**src/rtl/timer_pkg.sv**
```systemverilog
// Shared constants for the interval timer pair.
// Assumes a single clock domain; the tick rate is set by the enclosing system.
package timer_pkg;
    localparam int CNT_W   = 16;
    localparam int NUM_CNT = 2;
endpackage

```
**src/rtl/count_capture.sv**
```systemverilog
// Holds the software-written initial count of one counter and the deferred-load
// request for it. Assumes wr_hit is a single-cycle strobe. A write to an idle
// counter arms a load for the next tick. A write to a running counter only
// replaces the reload value.
module count_capture #(
    parameter int CNT_W = timer_pkg::CNT_W
) (
    input  logic             clk,
    input  logic             rst_n,
    input  logic             wr_hit,
    input  logic [CNT_W-1:0] wr_data,
    input  logic             tick_en,
    input  logic             running,
    output logic [CNT_W-1:0] init_q,
    output logic             load_o
);
    logic pend_q;

    // Keep the most recent written count for loads and reloads.
    always_ff @(posedge clk) begin
        if (!rst_n)      init_q <= '0;
        else if (wr_hit) init_q <= wr_data;
    end

    // Arm the deferred load on an idle write and clear it when the load happens.
    always_ff @(posedge clk) begin
        if (!rst_n)                   pend_q <= 1'b0;
        else if (wr_hit && !running)  pend_q <= 1'b1;
        else if (tick_en)             pend_q <= 1'b0;
    end

    assign load_o = pend_q && tick_en;

    // a write to an idle counter always leaves a load pending.
    p_idle_write_arms_r2: assert property (@(posedge clk) disable iff (!rst_n)
        (wr_hit && !running) |=> pend_q);
    // a write to a running counter never arms a load by itself.
    p_run_write_no_arm_r7: assert property (@(posedge clk) disable iff (!rst_n)
        (wr_hit && running && !pend_q) |=> !pend_q);
endmodule

```
**src/rtl/square_wave_core.sv**
```systemverilog
// Counter 0: square-wave generator. Assumes the count value is taken from
// count_capture. The count steps down by two on each tick. When it reaches
// zero, the output inverts and the even-rounded initial count is reloaded.
// Counts of 0 and 1 mean 65536.
module square_wave_core #(
    parameter int CNT_W = timer_pkg::CNT_W
) (
    input  logic             clk,
    input  logic             rst_n,
    input  logic             tick_en,
    input  logic             load,
    input  logic [CNT_W-1:0] init,
    output logic             running,
    output logic             wave_o
);
    localparam int FULL_W = CNT_W + 1;
    localparam logic [FULL_W-1:0] WRAP = FULL_W'(1) << CNT_W;

    logic [FULL_W-1:0] cnt_q;
    logic [FULL_W-1:0] even_init;

    // Round the count down to an even value and map zero to the full range.
    always_comb begin
        even_init = {1'b0, init[CNT_W-1:1], 1'b0};
        if (even_init == '0) even_init = WRAP;
    end

    // Step by two on each tick; invert the output and reload at terminal count.
    always_ff @(posedge clk) begin
        if (!rst_n) begin
            cnt_q   <= '0;
            running <= 1'b0;
            wave_o  <= 1'b1;
        end else if (tick_en) begin
            if (load) begin
                cnt_q   <= even_init;
                running <= 1'b1;
                wave_o  <= 1'b1;
            end else if (running) begin
                if (cnt_q == FULL_W'(2)) begin
                    cnt_q  <= even_init;
                    wave_o <= ~wave_o;
                end else begin
                    cnt_q <= cnt_q - FULL_W'(2);
                end
            end
        end
    end

    // the running count is always even.
    p_even_count_r4: assert property (@(posedge clk) disable iff (!rst_n)
        running |-> !cnt_q[0]);
    // without a tick the output holds.
    p_hold_no_tick_r8: assert property (@(posedge clk) disable iff (!rst_n)
        !tick_en |=> $stable(wave_o));
    // an idle counter keeps its output high.
    p_idle_high_r1: assert property (@(posedge clk) disable iff (!rst_n)
        !running |-> wave_o);
    // the load tick leaves the output high.
    p_load_high_r2: assert property (@(posedge clk) disable iff (!rst_n)
        (load && tick_en) |=> (wave_o && running));
endmodule

```
**src/rtl/rate_gen_core.sv**
```systemverilog
// Counter 1: rate generator. Assumes the count value is taken from
// count_capture. The count steps down by one on each tick. The output is low
// while the count is 1 and is restored on the following reload. Counts of 0
// and 1 mean 65536.
module rate_gen_core #(
    parameter int CNT_W = timer_pkg::CNT_W
) (
    input  logic             clk,
    input  logic             rst_n,
    input  logic             tick_en,
    input  logic             load,
    input  logic [CNT_W-1:0] init,
    output logic             running,
    output logic             strobe_o
);
    localparam int FULL_W = CNT_W + 1;
    localparam logic [FULL_W-1:0] WRAP = FULL_W'(1) << CNT_W;

    logic [FULL_W-1:0] cnt_q;
    logic [FULL_W-1:0] full_init;

    // Map the degenerate counts 0 and 1 to the full range.
    always_comb begin
        full_init = {1'b0, init};
        if (init < CNT_W'(2)) full_init = WRAP;
    end

    // Step down by one; drop the output at count 1 and reload after it.
    always_ff @(posedge clk) begin
        if (!rst_n) begin
            cnt_q    <= '0;
            running  <= 1'b0;
            strobe_o <= 1'b1;
        end else if (tick_en) begin
            if (load) begin
                cnt_q    <= full_init;
                running  <= 1'b1;
                strobe_o <= 1'b1;
            end else if (running) begin
                if (cnt_q == FULL_W'(1)) begin
                    cnt_q    <= full_init;
                    strobe_o <= 1'b1;
                end else begin
                    cnt_q    <= cnt_q - FULL_W'(1);
                    strobe_o <= (cnt_q != FULL_W'(2));
                end
            end
        end
    end

    // a low output lasts exactly one tick.
    p_one_tick_low_r6: assert property (@(posedge clk) disable iff (!rst_n)
        (!strobe_o && tick_en) |=> strobe_o);
    // without a tick the output holds.
    p_hold_no_tick_r8: assert property (@(posedge clk) disable iff (!rst_n)
        !tick_en |=> $stable(strobe_o));
    // an idle counter keeps its output high.
    p_idle_high_r1: assert property (@(posedge clk) disable iff (!rst_n)
        !running |-> strobe_o);
endmodule

```
**src/rtl/sys_interval_timer.sv**
```systemverilog
// Top of the fixed-function timer pair. It routes count writes to two capture
// stages and feeds a square-wave core (counter 0) and a rate-generator core
// (counter 1). Assumes tick_en is a one-cycle pulse at the timer rate.
module sys_interval_timer
    import timer_pkg::*;
(
    input  logic             clk,
    input  logic             rst_n,
    input  logic             tick_en,
    input  logic             wr_en,
    input  logic             wr_sel,
    input  logic [CNT_W-1:0] wr_data,
    output logic             tick_irq_o,
    output logic             refresh_req_o
);
    logic [CNT_W-1:0] init_w [NUM_CNT];
    logic             load_w [NUM_CNT];
    logic             run_w  [NUM_CNT];

    // One capture stage per counter, chosen by the select bit.
    for (genvar g = 0; g < NUM_CNT; g++) begin : g_cap
        count_capture #(.CNT_W(CNT_W)) cap_i (
            .clk     (clk),
            .rst_n   (rst_n),
            .wr_hit  (wr_en && (wr_sel == 1'(g))),
            .wr_data (wr_data),
            .tick_en (tick_en),
            .running (run_w[g]),
            .init_q  (init_w[g]),
            .load_o  (load_w[g])
        );
    end

    square_wave_core #(.CNT_W(CNT_W)) sq_i (
        .clk     (clk),
        .rst_n   (rst_n),
        .tick_en (tick_en),
        .load    (load_w[0]),
        .init    (init_w[0]),
        .running (run_w[0]),
        .wave_o  (tick_irq_o)
    );

    rate_gen_core #(.CNT_W(CNT_W)) rg_i (
        .clk      (clk),
        .rst_n    (rst_n),
        .tick_en  (tick_en),
        .load     (load_w[1]),
        .init     (init_w[1]),
        .running  (run_w[1]),
        .strobe_o (refresh_req_o)
    );

    // a write to counter 1 leaves counter 0's output unchanged without a tick.
    p_sel_isolation_r9: assert property (@(posedge clk) disable iff (!rst_n)
        (wr_en && wr_sel && !tick_en) |=> $stable(tick_irq_o));
endmodule

```
**config.mk**
```make
export PLATFORM = sky130hd
export DESIGN_NAME = sys_interval_timer
export DESIGN_NICKNAME = d
export VERILOG_FILES = /design/src/rtl/timer_pkg.sv /design/src/rtl/count_capture.sv /design/src/rtl/square_wave_core.sv /design/src/rtl/rate_gen_core.sv /design/src/rtl/sys_interval_timer.sv
export SDC_FILE = /design/constraint.sdc
export NUM_CORES = 1
export LEC_CHECK = 0
export CAP_MARGIN = 0
export CORE_AREA = 2 2 131 133
export DETAILED_ROUTE_END_ITERATION = 8
export DIE_AREA = 0 0 133 135
export GPL_TIMING_DRIVEN = 0
export RECOVER_POWER = 25
export SYNTH_ARGS = -nofsm -noshare
export SYNTH_HDL_FRONTEND = slang
export SYNTH_HIERARCHICAL = 1
export SYNTH_SLANG_ARGS = --single-unit
```
**constraint.sdc**
```tcl
create_clock -name clk -period 2.6 [get_ports clk]
set_clock_uncertainty 0.05 [all_clocks]
set_input_delay 0.39 -clock clk [delete_from_list [all_inputs] [get_ports clk]]
set_output_delay 0.39 -clock clk [all_outputs]
set_load 0.01 [all_outputs]
```
# --- Word level (Yosys, flattened, before mapping) ---
# Cells that the tools add are included.
word_totals:
  out_inout_bits: 2
  rom_bits: 0
  in_bits: 21
  latchBits: 0
  reg_bits: 72
  wordCells: 54
  n_memories: 0
  mem_bits_rw: 0
op_classes:
  n_shift: 0
  n_eq_ne: 3
  n_mux: 17
  div: 0
  n_lt_le_gt_ge: 1
  add_sub_neg: 2
  reduce_logical: 19
  bitwise: 2
  n_mul: 0
op_table:
  columns: ["cell", "count"]
  rows:
  - ["two-way mux 17 bit", 8]
  - ["== test 17 x 1 -> 1 bit (second input constant)", 1]
  - ["== test 17 x 2 -> 1 bit (second input constant)", 1]
  - ["inequality test 17 x 2 -> 1 bit (second input constant)", 1]
  - ["subtractor 17 x 1 -> 17 bit (second input constant)", 1]
  - ["subtractor 17 x 2 -> 17 bit (second input constant)", 1]
  - ["< comparator 16 x 2 -> 1 bit (second input constant)", 1]
  - ["logical NOT 15 bit", 1]
  - ["nonzero test 2 bit", 5]
  - ["two-way mux 1 bit", 9]
  - ["AND reduction 2 bit", 4]
  - ["logical AND 1 bit", 6]
  - ["AND reduction 3 bit", 1]
  - ["logical NOT 1 bit", 2]
  - ["NOT 1 bit", 2]

# --- Depth between registers and ports, before layout ---
depth:
  word_depth: 5
  depth_mapped: 8
  depth_no_buf: 7

# --- By module ---
# The synthesis kept the hierarchy.
modules_own_cells:
  columns: ["module", "cells_per_inst", "n_inst", "area_per_inst_um2", "seq_area_each_um2"]
  rows:
  - ["rate_gen_core", 167, 1, 1358.8, 380.4]
  - ["count_capture", 56, 2, 661.9, 340.3]
  - ["square_wave_core", 155, 1, 1218.7, 360.3]
  - ["sys_interval_timer", 2, 1, 16.3, 0.0]

# --- Least setup slack after synthesis ---
# Ideal clock, no wire load.
synth_path:
  path_kind: "flip-flop to flip-flop"
  start: "register rg_i.cnt_q[0]"
  end: "register rg_i.cnt_q[16]"
  path_stages_with_launch: 8
  t_required_ns: 2.421
  period_less_slack_ns: 1.900
  path_slack_ns: 0.700
  arrival_time_ns: 1.721
  setup_ns: 0.129
  path_buffers: 1
  cell_sequence: "dfxtp_1 > inv_1 > ha_1 > or3b_1 > clkbuf_1 > or4_1 > nand4_1 > o211ai_1"
synth_via:
  elab_chain_cells: 4
  word_cells_on_any_way: 5
  cone_classes: "add/sub (1); eq/ne (1); mux (3)"
synth_rtl:
  columns: ["element", "line", "source"]
  rows:
  - ["start: declaration", "rate_gen_core.sv:19", "logic [FULL_W-1:0] cnt_q;"]
  - ["start signal: assignment", "rate_gen_core.sv:36", "cnt_q <= full_init;"]
  - ["start signal: assignment", "rate_gen_core.sv:41", "cnt_q <= full_init;"]
  - ["start signal: assignment", "rate_gen_core.sv:44", "cnt_q <= cnt_q - FULL_W'(1);"]
  - ["subtractor 17 x 1 -> 17 bit / == test 17 x 1 -> 1 bit (equally long branches)", "rate_gen_core.sv:44, rate_gen_core.sv:40", null]
  - ["two-way mux 17 bit *", "rate_gen_core.sv:40", "if (cnt_q == FULL_W'(1)) begin"]
  - ["two-way mux 17 bit *", "rate_gen_core.sv:39", "end else if (running) begin"]
  - ["two-way mux 17 bit *", "rate_gen_core.sv:35", "if (load) begin"]
# Every way passes the cells marked *; elsewhere a longest branch is shown, timed or not. The select of a mux whose other input is x is not followed.
# A chain may end at the register's enable or synchronous reset.

==> results.sh <==
export IMPL_outcome="finished clean"
export IMPL_avgRoutedWirePerCell_um=15.9
export IMPL_dr_pass1_iters=5
export IMPL_hold_buffers=0
export IMPL_seqPwrFrac=0.391
export IMPL_area_delta_synth_final_pct=20.4
export IMPL_p_sw_frac=0.289
export IMPL_antennaDiodeCount=0
export IMPL_dp_hpwl_um=8000
export IMPL_routed_wl_um=11000
export IMPL_reg2reg_depth=7
export IMPL_cp_start_kind="primary input"
export IMPL_vias=3516
export IMPL_slew_headroom=0.447
export IMPL_io_buffers=22
export IMPL_finalCritPeriodShare=0.903
export IMPL_use_met1=0.168
export IMPL_grt_pass1_wl_um=17500
export IMPL_root_buffer="clkbuf_16"
export IMPL_min_to="g_cap[0].cap_i/pend_q$_SDFFE_PN0P_"
export IMPL_r2r_end="sq_i/cnt_q[15]$_SDFFE_PN0P_"
export IMPL_tns_ps=0
export IMPL_core_area_um2=16400
export IMPL_yosys_warnings=6
export IMPL_gr_usage_met2=0.187
export IMPL_rows=47
export IMPL_final_max_slew_violation_count=0
export IMPL_p_int_mw=2.16
export IMPL_globalRouteMet3Util=0.0191
export IMPL_grt_overflow_total=0
export IMPL_path_class="primary input to flop"
export IMPL_ios=23
export IMPL_worst_pin_slew_ps=823
export IMPL_crit_arrival_ps=2550
export IMPL_nFillCells=1710
export IMPL_cts_tree="done"
export IMPL_p_leak_nw=1.75
export IMPL_fmax_mhz=426
export IMPL_utilization=0.285
export IMPL_die_h_um=135
export IMPL_hp_class="flop to flop"
export IMPL_r2r_slack_ps=280
export IMPL_die_w_um=133
export IMPL_drc=0
export IMPL_whs_path_depth=2
export IMPL_cp_end_kind="flop"
export IMPL_clk_latency_ps=330
export IMPL_power_frac_comb=0.216
export IMPL_vias_per_cell=5.09
export IMPL_start_util=0.237
export IMPL_gp_congestion=0.903
export IMPL_hold_viol=0
export IMPL_netlist_area_um2=3880
export IMPL_switching_power_uw=880
export IMPL_clkSinkCount=70
export IMPL_required_ps=2800
export IMPL_antenna_found_initial=0
export IMPL_layout_nets=491
export IMPL_htreeDepth=3
export IMPL_r2r_start="sq_i/cnt_q[1]$_SDFFE_PN0P_"
export IMPL_drtAntennaViolNets=0
export IMPL_hold_start="g_cap[0].cap_i/pend_q$_SDFFE_PN0P_"
export IMPL_syn_nets=458
export IMPL_power_density_nw_per_um2=650
export IMPL_drt_iter0_drc=265
export IMPL_grt_pass1_vias=3350
export IMPL_clk_pin_slew_ps=60
export IMPL_timing_hold_ws_ps=435
export IMPL_rsz0062_at_grt="false"
export IMPL_worstPathMaxFanout=20
export IMPL_grt_usage=0.122
export IMPL_busiest_layer="met2"
export IMPL_drive_above_1_share=0.104
export IMPL_clock_path_buffers=2
export IMPL_grt_max_degree=21
export IMPL_finalSetupViolCount=0
export IMPL_drv_cap=0
export IMPL_cts_buffers=9
export IMPL_clockPowerShare=0.392
export IMPL_ir_worst_vdd_mv=0.354
export IMPL_syn_area_per_cell_um2=8.96
export IMPL_syn_inst=433
export IMPL_min_period_ps=2350
export IMPL_die_area_um2=18000
## layout make-up
cell class / instances / area [um^2] / area share
plain buffers: 30 / 221 / 0.0474
clock buffers: 9 / 225 / 0.0482
clock inverters: 7 / 65.1 / 0.0139
inverters: 9 / 33.8 / 0.00723
multi-input cells: 324 / 2230 / 0.477
flip-flops and latches: 70 / 1400 / 0.300
well taps: 220 / 275 / 0.0589
repair buffers: 22 / 223 / 0.0476
## worst max path at each step
stage | startpoint | to | depth (start not counted)
finish | rst_n | rg_i/cnt_q[1]$_SDFFE_PN0P_ | 5
floorplan | rg_i/cnt_q[0]$_SDFFE_PN0P_ | rg_i/cnt_q[16]$_SDFFE_PN0P_ | 7
global route | rst_n | rg_i/cnt_q[1]$_SDFFE_PN0P_ | 5
detailed placement | tick_en | rg_i/strobe_o$_SDFFE_PN1P_ | 8
global placement | tick_en | rg_i/strobe_o$_SDFFE_PN1P_ | 8
CTS | tick_en | rg_i/cnt_q[8]$_SDFFE_PN0P_ | 7
## cells in the final DEF (no fill, tap or decap), types with 4 or more instances in the layout
master	count
o21ai_0	17
nor4_1	19
o22ai_1	7
or3_1	4
nand3_1	10
o221ai_1	5
dfxtp_1	70
nor4b_1	5
and3_1	6
nand2b_1	5
nand2_1	30
a21oi_1	16
and2_1	4
mux2i_1	36
buf_2	6
clkdlybuf4s50_1	20
ha_1	4
o31a_1	6
clkbuf_1	12
nor3_1	14
a31oi_1	6
inv_1	9
clkbuf_16	9
a32o_1	4
nor2b_1	32
buf_6	7
nand4_1	13
o21a_1	4
nor2_1	18
clkinv_2	4
or4_1	5
## per-stage QoR
step / cells / power [mW] / worst slack [ps] / cell area [um^2]
floorplan: 433 / 1.68 / 700 / 3880
global placement: 675 / 1.84 / -334 / 4380
detailed placement: 675 / 1.85 / -367 / 4380
CTS: 691 / 3.06 / 50.0 / 4670
global route: 691 / 3.18 / 76.7 / 4670
finish: 691 / 3.04 / 253 / 4670
## sequential cells by signal, indices dropped and copies added (netlist names)
register / flops
rg_i/running: 1
sq_i/wave_o: 1
g_cap.cap_i/pend_q: 2
g_cap.cap_i/init_q: 31
rg_i/cnt_q: 17
rg_i/strobe_o: 1
sq_i/cnt_q: 16
sq_i/running: 1
## power by group through the flow
| stage | clock [mW] | sequential, mW | combinational, mW |
|---|---|---|---|
| after global routing | 1.27 | 1.19 | 0.716 |
| after CTS | 1.22 | 1.19 | 0.649 |
| after detailed placement | 0 | 1.21 | 0.642 |
| final | 1.19 | 1.19 | 0.658 |
| after floorplan | 0 | 1.19 | 0.487 |
| after global placement | 0 | 1.21 | 0.632 |
## per-layer routing
metal  part of all wire  wire length, um
met5                  0                0
met4              0.033              364
met1               0.48             5330
met2               0.43             4750
met3              0.052              569
## worst max-delay path, cell delays in order
cell           delay (ps)
dlygate4sd3_1         930
clkbuf_1              440
clkbuf_1              450
o21ai_0               180
nor3_1                150
## timing repair
action,4_1_cts,5_1_grt
cloned,0,0
pin swaps,0,0
gates resized for setup,2,1
setup buffers,0,0
endpoints found under the setup margin,2,6
Note: power is estimated with default switching activity, not from simulation.
